[src/rtl/sreg_pkg.sv]
package sreg_pkg;

    localparam int SR_W   = 8;
    localparam int NB_W   = 2;
    localparam int DATA_W = 3 * SR_W;

    // Writable protection/configuration bits per byte
    localparam logic [SR_W-1:0] SR1_PROT_MASK = 8'hFC;
    localparam logic [SR_W-1:0] SR2_PROT_MASK = 8'h43;
    localparam logic [SR_W-1:0] SR2_LOCK_MASK = 8'h3C;
    localparam logic [SR_W-1:0] SR2_RESET     = 8'h04;

    typedef enum logic [1:0] {
        PL_OPEN     = 2'b00,
        PL_PIN      = 2'b01,
        PL_PWR_LOCK = 2'b10,
        PL_FOREVER  = 2'b11
    } prot_level_e;

    typedef struct packed {
        logic wren;
        logic wren_vol;
        logic wrsr;
        logic susp;
        logic resume;
    } cmd_strb_t;

    typedef struct packed {
        logic [SR_W-1:0] nv1;
        logic [SR_W-1:0] nv2;
        logic [SR_W-1:0] v1;
        logic [SR_W-1:0] v2;
        logic [SR_W-1:0] v3;
        logic            wel;
        logic            wvol;
        logic            sus;
        logic            wr_ok;
    } sreg_state_t;

endpackage

[src/rtl/sreg_cmd_decode.sv]
module sreg_cmd_decode
    import sreg_pkg::*;
#(
    parameter logic [7:0] OP_WREN     = 8'h06,
    parameter logic [7:0] OP_WREN_VOL = 8'h50,
    parameter logic [7:0] OP_WRSR     = 8'h01,
    parameter logic [7:0] OP_SUSP     = 8'h75,
    parameter logic [7:0] OP_RESUME   = 8'h7A
) (
    input  logic       cmd_valid,
    input  logic [7:0] cmd_op,
    input  logic       pwr_cycle,
    output cmd_strb_t  strb
);

    logic live;

    always_comb begin
        live          = cmd_valid && !pwr_cycle;
        strb.wren     = live && (cmd_op == OP_WREN);
        strb.wren_vol = live && (cmd_op == OP_WREN_VOL);
        strb.wrsr     = live && (cmd_op == OP_WRSR);
        strb.susp     = live && (cmd_op == OP_SUSP);
        strb.resume   = live && (cmd_op == OP_RESUME);
    end

endmodule

[src/rtl/sreg_prot_decode.sv]
module sreg_prot_decode
    import sreg_pkg::*;
(
    input  logic srp_hi,
    input  logic srp_lo,
    input  logic wp_n,
    input  logic qe,
    output logic permit
);

    prot_level_e level;
    logic        pin_high;

    always_comb begin
        level    = prot_level_e'({srp_hi, srp_lo});
        pin_high = wp_n || qe;
        unique case (level)
            PL_OPEN:     permit = 1'b1;
            PL_PIN:      permit = pin_high;
            PL_PWR_LOCK: permit = 1'b0;
            PL_FOREVER:  permit = 1'b0;
            default:     permit = 1'b0;
        endcase
    end

endmodule

[src/rtl/sreg_guard.sv]
module sreg_guard
    import sreg_pkg::*;
#(
    parameter logic [7:0] OP_WREN     = 8'h06,
    parameter logic [7:0] OP_WREN_VOL = 8'h50,
    parameter logic [7:0] OP_WRSR     = 8'h01,
    parameter logic [7:0] OP_SUSP     = 8'h75,
    parameter logic [7:0] OP_RESUME   = 8'h7A
) (
    input  logic              clk,
    input  logic              rst_n,
    input  logic              cmd_valid,
    input  logic [7:0]        cmd_op,
    input  logic [DATA_W-1:0] cmd_data,
    input  logic [NB_W-1:0]   cmd_nbytes,
    input  logic              wp_n_i,
    input  logic              pwr_cycle_i,
    input  logic              busy_i,
    output logic [SR_W-1:0]   sr1_o,
    output logic [SR_W-1:0]   sr2_o,
    output logic [SR_W-1:0]   sr3_o,
    output logic              quad_en_o,
    output logic              hold_en_o,
    output logic              wr_ok_o
);

    sreg_state_t st_d, st_q;
    cmd_strb_t   strb;
    logic        permit;
    logic [SR_W-1:0] b0, b1, b2;
    logic [SR_W-1:0] nv1_pc, nv2_pc, nv1_new, nv2_new;

    sreg_cmd_decode #(
        .OP_WREN    (OP_WREN),
        .OP_WREN_VOL(OP_WREN_VOL),
        .OP_WRSR    (OP_WRSR),
        .OP_SUSP    (OP_SUSP),
        .OP_RESUME  (OP_RESUME)
    ) u_dec (
        .cmd_valid(cmd_valid),
        .cmd_op   (cmd_op),
        .pwr_cycle(pwr_cycle_i),
        .strb     (strb)
    );

    // Decision uses the working copy that the outputs show
    sreg_prot_decode u_prot (
        .srp_hi(st_q.v2[0]),
        .srp_lo(st_q.v1[7]),
        .wp_n  (wp_n_i),
        .qe    (st_q.v2[1]),
        .permit(permit)
    );

    function automatic logic [SR_W-1:0] merge_bits(
        input logic [SR_W-1:0] old_v,
        input logic [SR_W-1:0] new_v,
        input logic [SR_W-1:0] mask
    );
        return (old_v & ~mask) | (new_v & mask);
    endfunction

    always_comb begin
        b0 = cmd_data[SR_W-1:0];
        b1 = cmd_data[2*SR_W-1:SR_W];
        b2 = cmd_data[3*SR_W-1:2*SR_W];

        // Persistent copy as it reappears after a power cycle
        nv1_pc = st_q.nv1;
        nv2_pc = st_q.nv2;
        if (st_q.nv2[0] && !st_q.nv1[7]) begin
            nv2_pc[0] = 1'b0;
        end

        nv1_new = merge_bits(st_q.nv1, b0, SR1_PROT_MASK);
        nv2_new = merge_bits(st_q.nv2, b1, SR2_PROT_MASK) | (b1 & SR2_LOCK_MASK);

        st_d       = st_q;
        st_d.wr_ok = 1'b0;

        if (pwr_cycle_i) begin
            st_d.nv1  = nv1_pc;
            st_d.nv2  = nv2_pc;
            st_d.v1   = nv1_pc;
            st_d.v2   = nv2_pc;
            st_d.v3   = '0;
            st_d.wel  = 1'b0;
            st_d.wvol = 1'b0;
            st_d.sus  = 1'b0;
        end else begin
            if (strb.wren) begin
                st_d.wel  = 1'b1;
                st_d.wvol = 1'b0;
            end
            if (strb.wren_vol) begin
                st_d.wel  = 1'b1;
                st_d.wvol = 1'b1;
            end
            if (strb.susp) begin
                st_d.sus = 1'b1;
            end
            if (strb.resume) begin
                st_d.sus = 1'b0;
            end
            if (strb.wrsr) begin
                st_d.wel = 1'b0;
                if (st_q.wel) begin
                    if (permit && (cmd_nbytes != '0)) begin
                        st_d.wr_ok = 1'b1;
                        if (!st_q.wvol) begin
                            st_d.nv1 = nv1_new;
                            st_d.v1  = nv1_new;
                            if (cmd_nbytes >= NB_W'(2)) begin
                                st_d.nv2 = nv2_new;
                                st_d.v2  = nv2_new;
                            end
                        end else begin
                            st_d.v1 = merge_bits(st_q.v1, b0, SR1_PROT_MASK);
                            if (cmd_nbytes >= NB_W'(2)) begin
                                st_d.v2 = merge_bits(st_q.v2, b1, SR2_PROT_MASK);
                            end
                        end
                    end
                    // Third byte bypasses the protection level
                    if (st_q.wvol && (cmd_nbytes == NB_W'(3))) begin
                        st_d.v3 = b2;
                    end
                end
            end
        end
    end

    always_ff @(posedge clk or negedge rst_n) begin
        if (!rst_n) begin
            st_q       <= '0;
            st_q.nv2   <= SR2_RESET;
            st_q.v2    <= SR2_RESET;
        end else begin
            st_q <= st_d;
        end
    end

    always_comb begin
        sr1_o     = {st_q.v1[SR_W-1:2], st_q.wel, busy_i};
        sr2_o     = {st_q.sus, st_q.v2[SR_W-2:0]};
        sr3_o     = st_q.v3;
        quad_en_o = st_q.v2[1];
        hold_en_o = !st_q.v2[1];
        wr_ok_o   = st_q.wr_ok;
    end

endmodule

[config.mk]
export PLATFORM = sky130hd
export DESIGN_NAME = sreg_guard
export DESIGN_NICKNAME = d
export VERILOG_FILES = /design/src/rtl/sreg_pkg.sv /design/src/rtl/sreg_cmd_decode.sv /design/src/rtl/sreg_prot_decode.sv /design/src/rtl/sreg_guard.sv
export SDC_FILE = /design/constraint.sdc
export NUM_CORES = 1
export LEC_CHECK = 0
export ABC_CLOCK_PERIOD_IN_PS = 3800
export BUFFER_PORTS_ARGS = -buffer_cell sky130_fd_sc_hd__buf_2
export CORE_MARGIN = 10
export CORE_UTILIZATION = 54
export DETAILED_ROUTE_END_ITERATION = 8
export PLACE_DENSITY = 0.85
export SETUP_SLACK_MARGIN = 0.4
export SLEW_MARGIN = 20
export SYNTH_ARGS = -nofsm -noshare
export SYNTH_HDL_FRONTEND = slang
export SYNTH_SLANG_ARGS = --single-unit
[constraint.sdc]
create_clock -name clk -period 3.8 [get_ports clk]
set_input_delay 0 -clock clk [delete_from_list [all_inputs] [get_ports clk]]
set_output_delay 0 -clock clk [all_outputs]
set_load 0.1 [all_outputs]
# Word level (Yosys, flattened, before mapping)
# Index checks and enable logic that the tools add are counted.
# word_totals
ff_bits	44
output_inout_bits	27
wordCells	78
# classes
order_cmp	1
eq_ne	10
mux	20
bitwise	7
n_reduce_logical	30
# ops
operator	count
28-bit 2-to-1 mux	1
26-bit 2-to-1 mux	1
25-bit 2-to-1 mux	1
8-bit by 7-bit == test with 1-bit output, second input constant	3
8-bit 2-to-1 mux	3
17-bit 2-to-1 mux	1
16-bit 2-to-1 mux	1
2-bit by 8-bit OR with 8-bit output	2
8-bit by 7-bit OR with 8-bit output	2
2-bit nonzero test	6
5-bit AND reduction	2
1-bit logical AND	9
1-bit 2-to-1 mux	9
8-bit by 1-bit == test with 1-bit output, second input constant	1
8-bit by 3-bit == test with 1-bit output, second input constant	1
8-bit by 6-bit OR with 8-bit output	1
2-bit == test, second input constant	3
3-bit AND reduction	2
6-bit AND reduction	1
3-bit nonzero test	2
2-bit 2-to-1 mux	2
4-bit AND reduction	1
4-bit nonzero test	1
1-bit logical NOT	3
other kinds (8)	9

# Depth between registers and ports, before layout
# Gate-level depths: netlist of run 1.
# logic_depth
depth_word	8
depth_mapped	7
mapped_depth_nobuf	4

# Hierarchy
# From an unflattened synthesis of run 1, not the netlist that was laid out.
# unflattened
hier_cells	175
hier_area_um2	1928.1
# by_module_without_submodules
mod	instances	cells_each	area_per_inst_um2	seq_area_each_um2
sreg_guard	1	160	1798.0	953.4
sreg_cmd_decode	1	13	121.4	0.0
sreg_prot_decode	1	2	8.8	0.0

# Worst setup path before layout of run 1
# OpenSTA, ideal clock, no wires.
# synth_timing
path_kind	register to register
start	register st_q, in the netlist quad_en_o
end	register st_q, in the netlist nv2_pc[1]
arrival_time_ps	2008
required_ps	3675
setup_slack_ps	1667
stages_incl_launch_ff	6
path_buffers	1
cell_sequence	dfrtp_1 > nor3b_1 > nor4_2 > buf_2 > nand4_4 > mux2_4
# synth_between
elab_chain_len	4
# synth_rtl
item	line_no	text
from (decl)	sreg_guard.sv:27	sreg_state_t st_d, st_q;
from (signal assigned)	sreg_guard.sv:139	st_q <= st_d;
1-bit logical OR	sreg_prot_decode.sv:16	pin_high = wp_n || qe;
1-bit case mux with 3 select lines	sreg_prot_decode.sv:17	unique case (level)
1-bit logical AND	sreg_guard.sv:108	if (permit && (cmd_nbytes != '0)) begin
6-bit AND reduction (no source line)	--	
# No other way between the ends.
# A chain may end at the register's enable or synchronous reset.

# Worst setup path in the final report of run 1
# layout_timing
start	register st_q[2] (netlist name)
end	register st_q, in the netlist sr2_o[4]
# layout_between
elab_chain_len	5
# layout_rtl
item	line_no	text
16-bit 2-to-1 mux	sreg_guard.sv:110	if (!st_q.wvol) begin
17-bit 2-to-1 mux	sreg_guard.sv:108	
25-bit 2-to-1 mux	sreg_guard.sv:107	if (st_q.wel) begin
26-bit 2-to-1 mux	sreg_guard.sv:105	if (strb.wrsr) begin
28-bit 2-to-1 mux	sreg_guard.sv:81	if (pwr_cycle_i) begin
# No other way between the ends. The select of a mux whose other input is x is not followed.

==> results of run 1 <==
[kinds of logic (layout without fill, tap and decap cells)]
family,Yosys count,count (layout),share of synthesized area
buf+inv,42,103,0.133
mux,17,17,0.0945
compound gates,30,30,0.124
simple gates,54,54,0.169
flops,38,38,0.480
other cells,0,1,0
[Yosys cell counts (all sizes together), types with 2 or more instances]
library cell / n
mux2: 8
nor4: 2
buf: 28
and2: 4
nand4: 2
inv: 12
mux2i: 9
nor3b: 2
nand2b: 4
dfstp: 2
a41oi: 2
nand2: 10
nand4b: 2
and4b: 2
a21oi: 2
o311a: 4
dfrtp: 36
a221o: 6
nand3: 4
and3: 5
a21o: 3
clkbuf: 2
o21ai: 6
nor2: 10
[layer usage]
layer	track usage	part of all wire	vias to the layer above
li1	-	-	747
met1	0.192	0.41	774
met2	0.246	0.50	53
met3	0.0457	0.057	17
met4	0.102	0.029	0
met5	0	0	-
[state kept, by name, summed over array words and instances, names as in the netlist]
register / flops
sr3_o: 8
sr1_o: 7
sr2_o: 7
nv1_pc: 6
nv2_pc: 6
st_q: 2
quad_en_o: 1
wr_ok_o: 1
[layout make-up]
type	count	area [sq um]
antenna	1	2.50
clock buffer	6	82.6
clock inverter	2	60.1
fill	250	952
inverter	12	45.0
multi-input combinational	101	768
sequential	38	953
tap	46	57.6
timing repair buffer	83	520
[worst max-delay path by stage]
stage	from	cells past startpoint	endpoint	slack, ns
detailed placement	pwr_cycle_i	6	nv1_pc[6]	1.77
global placement	pwr_cycle_i	6	nv1_pc[5]	1.85
floorplan	quad_en_o	5	nv2_pc[1]	1.67
CTS	quad_en_o	5	nv1_pc[4]	1.95
finish	st_q[2]	4	sr2_o[4]	1.98
global route	st_q[2]	4	sr2_o[3]	1.83
[metrics by stage]
stage,cells,cell area [sq um],util,setup WS [ns]
2_1_floorplan,181,1990,-,1.67
3_3_place_gp,260,2140,0.623,1.85
3_5_place_dp,260,2140,0.623,1.77
4_1_cts,288,2490,0.723,1.95
5_1_grt,288,2490,0.723,1.83
6_report,289,2490,0.723,1.98
[power by group through the flow]
stage / Combinational (mW) / Clock (mW) / Sequential, mW
floorplan: 0.0737 / 0 / 0.425
global placement: 0.109 / 0 / 0.420
detailed placement: 0.110 / 0 / 0.420
CTS: 0.126 / 0.428 / 0.412
global route: 0.136 / 0.441 / 0.413
finish: 0.127 / 0.423 / 0.412
[worst max-delay path: cells and delay by family, from the launching register on]
kind,cells,cell delay (ns)
flops,1,0.40
compound gates,1,0.30
simple gates,3,1.00
==> results by group, run 1 <==
Setup path
  – Reg2reg end: sr2_o[4]
  – CP Class: flop to flop
  – CP Cell Sequence: nor2_1, nand4b_1, or2_1, o311a_1
  – Worst reg-to-reg path cell count: 4
  – CP max FO: 6
  – Worst reg-to-reg setup slack: between 1.5 and 2 ns
  – Delay of the slowest cell on the worst path: 0.40 ns
  – CP Capture Type: flop
  – Req. time, crit path: 3.97 ns
  – Worst path arrival time: approximately 2 ns
  – Slowest-stage cell, CP: dfrtp_1
  – Setup crit start kind: flop
  – Worst flop-to-flop path startpoint: st_q[2]

Timing
  – RSZ-0062 raised after global routing: no
  – Count of pins over their slew limit: 0
  – Highest clock rate: 549 MHz
  – Worst hold slack: 0.0000325 ns
  – Period minus WS final: 1.82 ns
  – Max-slew headroom: 0.444
  – Slew @ Worst Pin: 0.834 ns
  – Final setup fails: 0
  – Fin Clk Skew: 0.0110 ns
  – Final worst path period share: 0.479
  – Hold Vio Cnt, Final: 0
  – Setup TNS: 0 ns

Clock network
  – Hold buffer count at cts: 20
  – H-tree levels: 2
  – # resized after CTS: 0
  – Post-CTS setup buffer count: 0
  – CTS tree: built
  – TritonCTS Buffers: 5
  – Clock sinks: 38
  – Worst-Skew Late Latency: 0.30 ns
  – Clock buffer depth: 2
  – Clk root buf: clkbuf_8
  – Clock transition at path regs: 0.07 ns

Min path
  – Hold Crit Depth: 0
  – WHS Endpoint: sr1_o[0]
  – Min-delay src: busy_i
  – Worst min path class: primary input to output port

Placement
  – Gpl congestion: about 0.74
  – PortBufs: 61
  – DPL Wire Length: 3.39 mm

Logic synthesis
  – Largest area contributor in the netlist: dfrtp_1
  – Average cell area after synthesis: 11.0 sq um
  – Yosys reg bits: 38
  – Ys flop type: dfrtp_1
  – Post-Synthesis Cells: 181
  – Yosys top cell area share: 0.454
  – Unique masters post-synth: 44
  – Post-synth ARST share: 1.00
  – Post-synth net total: ~220
  – Post-synth EDFFs: 0
  – Sequential area share after synthesis: 0.480
  – Synth Cell Area: between 0.0015 and 0.002 sq mm
  – Top cells by area, synth: dfrtp_1 45%, buf_4 9.8%, mux2i_1 4.5%
  – Yosys Warn Count: 0

Detailed routing
  – Drt wl/cell: between 15 and 20 um
  – Vias/cell: 5.51
  – Antenna Nets Post-Route: 0
  – Detailed Route Iter0 Violations: 174
  – DRC: 0
  – Vias: 1,591
  – 1st-pass router iterations: 5
  – Routed WL: between 4 and 5 mm

Floorplanning
  – Die width: 80.6 um
  – Die height: around 80 um
  – # IOs: 67
  – Die area: between 0.006 and 0.007 sq mm
  – FP Rows: 21
  – Initial core utilization: 0.577
  – Core ar.: about 0.0034 sq mm

Pwr
  – Switching share of total power: 0.240
  – Clock power share: 0.440
  – Pleak: ~1.3 nW
  – Tot Pwr: between 0.9 and 1 mW
  – VDD IR-drop max: 237 uV
  – P_int: 0.731 mW
  – Psw: 0.230 mW
  – PwrDens: 386 mW/mm^2
  – Logic gate share of total power: 0.132
  – Reg power frac: 0.429

Finish
  – Synth-to-Final Area Change: 25.4%
  – Commonest non-fill, non-tap cell in the layout: buf_2
  – Final #Nets: 281
  – Most frequent cells in the layout: 61 x buf_2, 36 x dfrtp_1, 20 x dlygate4sd3_1
  – Fraction of layout cells with a size suffix above 1: 0.360

GRT
  – First-pass GRT wire length: 8.19 mm
  – Vias in the first global route: 1,681
  – Overflow after GRT: 0
  – Largest net degree at the start of global routing: 39
  – Gr usage total: 0.160
  – Initial antenna violation count: 0

Status
  – Status: completed

Flow run
  – Max-cap violation count: 0
No activity file was read; power rests on OpenSTA's default activity.
==> inputs of run 2 (changes only) <==
--- a/config.mk
+++ b/config.mk
@@ -5,12 +5,12 @@
 export SDC_FILE = /design/constraint.sdc
 export NUM_CORES = 1
 export LEC_CHECK = 0
-export ABC_CLOCK_PERIOD_IN_PS = 3800
+export ABC_CLOCK_PERIOD_IN_PS = 1650
 export BUFFER_PORTS_ARGS = -buffer_cell sky130_fd_sc_hd__buf_2
 export CORE_MARGIN = 10
-export CORE_UTILIZATION = 54
+export CORE_UTILIZATION = 45
 export DETAILED_ROUTE_END_ITERATION = 8
-export PLACE_DENSITY = 0.85
+export PLACE_DENSITY = 0.76
 export SETUP_SLACK_MARGIN = 0.4
 export SLEW_MARGIN = 20
 export SYNTH_ARGS = -nofsm -noshare
==> constraint.sdc (replaced) <==
create_clock -name clk -period 1.65 [get_ports clk]
set_input_delay 0 -clock clk [delete_from_list [all_inputs] [get_ports clk]]
set_output_delay 0 -clock clk [all_outputs]
set_load 0.1 [all_outputs]
==> run 2 against run 1 <==
Net effect: worst hold slack is essentially flat; global-route usage shrank 1.1 points; largest cell class unchanged; wire length grew 22%.
==> results by group, run 2 (synthesized netlist as in run 1, its figures left out) <==
Floorplanning
  – FP Rows: 24 (+14%)
  – Die width: 86.4 um (+7.2%)
  – Initial core utilization: 0.459 (-0.118)
  – # IOs: 67 (unchanged)
  – Die area: 0.00747 sq mm (+15%)
  – Core ar.: 0.00432 sq mm (+26%)
  – Die height: 86.4 um (+7.2%)

Timing
  – Max-slew headroom: 0.564 (+0.120)
  – Highest clock rate: 620 MHz (+13%)
  – Period minus WS final: 1.61 ns (-0.209 ns)
  – Final setup fails: 0 (unchanged)
  – Final worst path period share: 0.977 (+0.498)
  – RSZ-0062 raised after global routing: yes
  – Final worst slack: 0.0372 ns (-1.94 ns)
  – Fin Clk Skew: 0.00787 ns (-0.00313 ns)
  – Count of pins over their slew limit: 0 (unchanged)
  – Slew @ Worst Pin: 0.654 ns (-0.180 ns)
  – Hold Vio Cnt, Final: 0 (unchanged)

Detailed routing
  – Drt wl/cell: 18.7 um (+9.8%)
  – Routed WL: 5.99 mm (+22%)
  – 1st-pass router iterations: 4 (-1)
  – Vias: 1,755 (+10%)
  – Vias/cell: 5.48 (-0.38%)
  – DRC: 0 (unchanged)
  – Detailed Route Iter0 Violations: 91 (-48%)
  – Antenna Nets Post-Route: 0 (unchanged)

Setup path
  – CP Capture Type: flop
  – Worst reg-to-reg setup slack: 0.04 ns (-1.94 ns)
  – CP max FO: 4 (-2)
  – Worst path arrival time: 1.80 ns (-0.20 ns)
  – CP Cell Sequence: inv_2, nor4_4, buf_6, nand4_4, mux2_4
  – Delay of the slowest cell on the worst path: 0.38 ns (-0.02 ns)
  – Slowest-stage cell, CP: dfrtp_1
  – Setup crit start kind: flop
  – Req. time, crit path: 1.83 ns (-2.14 ns)
  – CP Class: flop to flop

GRT
  – Initial antenna violation count: 0 (unchanged)
  – Vias in the first global route: 1,858 (+11%)
  – Overflow after GRT: 0 (unchanged)
  – First-pass GRT wire length: 9.03 mm (+10%)
  – Largest net degree at the start of global routing: 29 (-26%)
  – Gr usage total: 0.150 (-0.0105)

Clock network
  – Clk root buf: clkbuf_8
  – Clock transition at path regs: 0.08 ns (about the same)
  – Clock buffer depth: 2 (unchanged)
  – CTS tree: built
  – Worst-Skew Late Latency: 0.29 ns (about the same)
  – Clock sinks: 38 (unchanged)
  – H-tree levels: 2 (unchanged)
  – TritonCTS Buffers: 5 (unchanged)

Finish
  – Cell area after layout: 0.00289 sq mm (+16%)
  – Commonest non-fill, non-tap cell in the layout: buf_2
  – Layout Cells excl Fill: 320 (+11%)
  – Synth-to-Final Area Change: 45.6%
  – Max reg flops: 8 (unchanged)
  – ANT cells: 0 (-1)
  – Most frequent cells in the layout: 55 x buf_2, 34 x dfrtp_1, 21 x dlygate4sd3_1
  – Fraction of layout cells with a size suffix above 1: 0.485 (+0.126)
  – Final #Nets: 307 (+9.3%)

Pwr
  – Pleak: 1.46 nW (+12%)
  – PwrDens: 788 mW/mm^2 (+100%)
  – VDD IR-drop max: 393 uV (+66%)
  – Tot Pwr: 2.28 mW (+140%)

Placement
  – DPL Wire Length: 3.64 mm (+7.5%)
  – Gpl congestion: 0.795 (+7.5%)
  – Placed cells: 279 (+7.3%)
  – Pre-CTS setup slack: 0.00931 ns (-1.76 ns)
  – PortBufs: 61 (unchanged)
  – Cell Area, Placed: 0.00227 sq mm (+5.9%)

Min path
  – Worst min path class: primary input to output port

Flow run
  – Max-cap violation count: 0 (unchanged)

Status
  – Status: completed
## run 2: cell type report
class	count	area (sq um)
Sequential cell	38	958
Inverter	12	45.0
Clock buffer	6	82.6
Fill cell	314	1430
Tap cell	52	65.1
Clock inverter	2	60.1
Multi-Input combinational cell	101	896
Timing Repair Buffer	109	783
## run 2: final timing paths
check                           from        end  depth (start not counted)
setup reg to reg            sr1_o[1]  nv2_pc[1]                          5
min in group asynchronous      rst_n   sr3_o[5]                          2
max in group asynchronous      rst_n   sr1_o[6]                          3
hold / removal                busy_i   sr1_o[0]                          0
hold reg to reg            nv2_pc[4]  nv2_pc[4]                          1
setup / recovery            sr1_o[1]  nv2_pc[1]                          5
## run 2: per-stage QoR
step / hold slack, ns / utilization / TNS, ns
after global routing: 0.000209 / 0.668 / -0.194
final: 0.0000439 / 0.668 / 0
after floorplan: -0.296 / - / -0.0691
after CTS: 0.00118 / 0.640 / 0
after detailed placement: 0.00118 / 0.525 / 0
after global placement: 0.00118 / 0.525 / 0
## run 2: power by group
| part | leakage (nW) | total [mW] | internal (mW) | switching [mW] |
|---|---|---|---|---|
| combinational | 0.876 | 0.338 | 0.126 | 0.212 |
| clock | 0.0714 | 0.990 | 0.645 | 0.345 |
| sequential | 0.514 | 0.950 | 0.943 | 0.00670 |
## run 2: routing by layer
metal | global-route usage | wire length, um | up-vias
met2 | 0.251 | 3040 | 83
met5 | 0 | 0 | -
met1 | 0.162 | 2210 | 853
met4 | 0.0751 | 253 | 0
li1 | - | - | 799
met3 | 0.0553 | 487 | 20
## run 2: what timing repair did
action | 4_1_cts | 5_1_grt
hold buffers | 21 | 0
cloned | 0 | 0
hold endpoints to repair | 50 | 0
endpoints found under the setup margin | 37 | 40
buffers inserted | 8 | 4
resized for setup | 17 | 21
pin swaps | 7 | 9
## run 2: worst max-delay path: cells and delay by family, from the launching register on
family / cells / cell delay [ns]
buffers and inverters: 2 / 0.26
flip-flops: 1 / 0.38
multiplexers: 1 / 0.34
AND/OR/NAND/NOR: 2 / 0.52
==> inputs of run 3 (changes only) <==
--- a/config.mk
+++ b/config.mk
@@ -11,7 +11,8 @@
 export CORE_UTILIZATION = 45
 export DETAILED_ROUTE_END_ITERATION = 8
 export PLACE_DENSITY = 0.76
-export SETUP_SLACK_MARGIN = 0.4
+export RECOVER_POWER = 100
+export SETUP_SLACK_MARGIN = 0.1
 export SLEW_MARGIN = 20
 export SYNTH_ARGS = -nofsm -noshare
 export SYNTH_HDL_FRONTEND = slang
==> run 3 against run 2 <==
Net effect: sequential share of layout area rose by 1.9 points; sequential power barely moved; worst setup slack worse by 0.0035 ns; clock-buffer cell count up 2; first-iteration DRC count up 11%; power is 12% lower; critical path depth fell by 1; wire length shrank 12%; critical path type unchanged.
==> results by group, run 3 (synthesized netlist as in run 1, its figures left out) <==
Status
  – Status: completed

Flow run
  – Max-cap violation count: 0 (unchanged)

Clock network
  – Clk root buf: clkbuf_8
  – H-tree levels: 2 (unchanged)
  – Worst-Skew Late Latency: 0.30 ns (about the same)
  – Clock sinks: 38 (unchanged)
  – Clock buffer depth: 2 (unchanged)
  – TritonCTS Buffers: 5 (unchanged)
  – CTS tree: built
  – Clock transition at path regs: 0.07 ns (about the same)

Floorplanning
  – Die width: 86.4 um (unchanged)
  – Die area: 0.00747 sq mm (unchanged)
  – Core ar.: 0.00432 sq mm (unchanged)
  – Initial core utilization: 0.459 (unchanged)
  – FP Rows: 24 (unchanged)
  – Die height: 86.4 um (unchanged)
  – # IOs: 67 (unchanged)

Detailed routing
  – Antenna Nets Post-Route: 0 (unchanged)
  – DRC: 0 (unchanged)
  – Detailed Route Iter0 Violations: 101 (+11%)
  – Routed WL: 5.27 mm (-12%)
  – Vias/cell: 5.16 (-6.0%)
  – 1st-pass router iterations: 5 (+1)
  – Vias: 1,614 (-8.0%)
  – Drt wl/cell: 16.8 um (-10%)

Setup path
  – Worst path arrival time: 1.79 ns (about the same)
  – Req. time, crit path: 1.83 ns (about the same)
  – CP Class: flop to flop
  – CP Cell Sequence: nor4_4, buf_4, nand3_4, mux2_4
  – Setup crit start kind: flop
  – CP Capture Type: flop
  – Top delay family on crit path: simple AND/OR/NAND/NOR gates
  – Slowest-stage cell, CP: nor4_4
  – Delay of the slowest cell on the worst path: 0.44 ns (+0.06 ns)
  – CP max FO: 6 (+2)
  – Buf/Inv on CP: 1 (-1)

Placement
  – Placed cells: 279 (unchanged)
  – Pre-CTS setup slack: -0.0775 ns (-0.0868 ns)
  – PortBufs: 61 (unchanged)
  – DPL Wire Length: 3.57 mm (-1.8%)
  – Gpl congestion: 0.789 (-0.75%)

Timing
  – Slew @ Worst Pin: 0.579 ns (-0.0752 ns)
  – Highest clock rate: 619 MHz (-0.22%)
  – Setup TNS: 0 ns (unchanged)
  – Worst hold slack: 0.000831 ns (+0.000787 ns)
  – Fin Clk Skew: 0.00734 ns (-0.000526 ns)
  – Period minus WS final: 1.62 ns (+0.00353 ns)
  – Final worst path period share: 0.980 (+0.00214)
  – Final setup fails: 0 (unchanged)
  – RSZ-0062 raised after global routing: yes
  – Final worst slack: 0.0336 ns (-0.00353 ns)
  – Count of pins over their slew limit: 0 (unchanged)
  – Hold Vio Cnt, Final: 0 (unchanged)
  – Max-slew headroom: 0.614 (+0.0501)

Finish
  – Final #Nets: 300 (-2.3%)
  – Fillers: 356 (+13%)
  – Layout Cells excl Fill: 313 (-2.2%)
  – Max reg flops: 8 (unchanged)
  – Synth-to-Final Area Change: 37.4%
  – Fraction of layout cells with a size suffix above 1: 0.452 (-0.0330)
  – Commonest non-fill, non-tap cell in the layout: buf_2
  – Most frequent cells in the layout: 41 x buf_2, 35 x dfrtp_1, 21 x dlygate4sd3_1, 21 x clkbuf_2, 16 x buf_4
  – ANT cells: 0 (unchanged)

GRT
  – Initial antenna violation count: 0 (unchanged)
  – First-pass GRT wire length: 8.28 mm (-8.3%)
  – Overflow after GRT: 0 (unchanged)
  – Gr usage total: 0.139 (-0.0106)
  – Vias in the first global route: 1,632 (-12%)
  – Largest net degree at the start of global routing: 24 (-17%)

Pwr
  – Tot Pwr: 2.02 mW (-12%)
  – Pleak: 1.38 nW (-5.7%)
  – VDD IR-drop max: 465 uV (+18%)
  – PwrDens: 739 mW/mm^2 (-6.3%)

Min path
  – Worst min path class: primary input to output port
## run 3: changes by cell type in the layout (fill, tap and decap cells not counted), moves of 2 or more
cell       change
clkbuf_2      +21
buf_2         -14
buf_6          -7
buf_4          -4
clkbuf_4       -3
bufinv_16      -2
clkbuf_8       +2
## run 3: where the power goes
part,leakage (nW),switching [mW],internal (mW)
combinational,0.805,0.205,0.107
sequential,0.515,0.00723,0.944
clock,0.0575,0.330,0.422
## run 3: layout make-up
type	instances	area, sq um	area share
Inverter	12	45.0	0.0165
Sequential cell	38	957	0.351
Clock buffer	8	110	0.0403
Tap cell	52	65.1	0.0238
Multi-Input combinational cell	101	876	0.321
Timing Repair Buffer	102	676	0.248
## run 3: metal layers
layer  vias to the layer above  wire, um  track usage
li1                        781         -            -
met1                       777      2200        0.161
met2                        46      2650        0.230
met3                        10       329       0.0516
met4                         0        92       0.0501
met5                         -         0            0
## run 3: worst paths after layout
| kind | startpoint | to | slack, ns | cells past startpoint |
|---|---|---|---|---|
| max | sr2_o[0] | nv1_pc[6] | 0.03 | 4 |
| max in group asynchronous | rst_n | nv2_pc[2] | 0.60 | 3 |
| min in group asynchronous | rst_n | st_q[2] | 0.20 | 2 |
| min reg2reg | nv2_pc[5] | nv2_pc[5] | 0.48 | 1 |
| min | busy_i | sr1_o[0] | 0.0008 | 0 |
| max reg2reg | sr2_o[0] | nv1_pc[6] | 0.03 | 4 |
## run 3: what timing repair did
item / in CTS / in global routing
hold buffers: 21 / 0
setup buffers: 1 / 4
hold endpoints to repair: 44 / 0
pin swaps: 0 / 9
cloned: 0 / 0
gates resized for setup: 5 / 16
endpoints found under the setup margin: 22 / 19
## run 3: per-stage QoR
stage / util / area (sq um)
finish: 0.631 / 2730
global route: 0.631 / 2730
CTS: 0.612 / 2650
detailed placement: 0.529 / 2290
global placement: 0.529 / 2290
floorplan: - / 2000
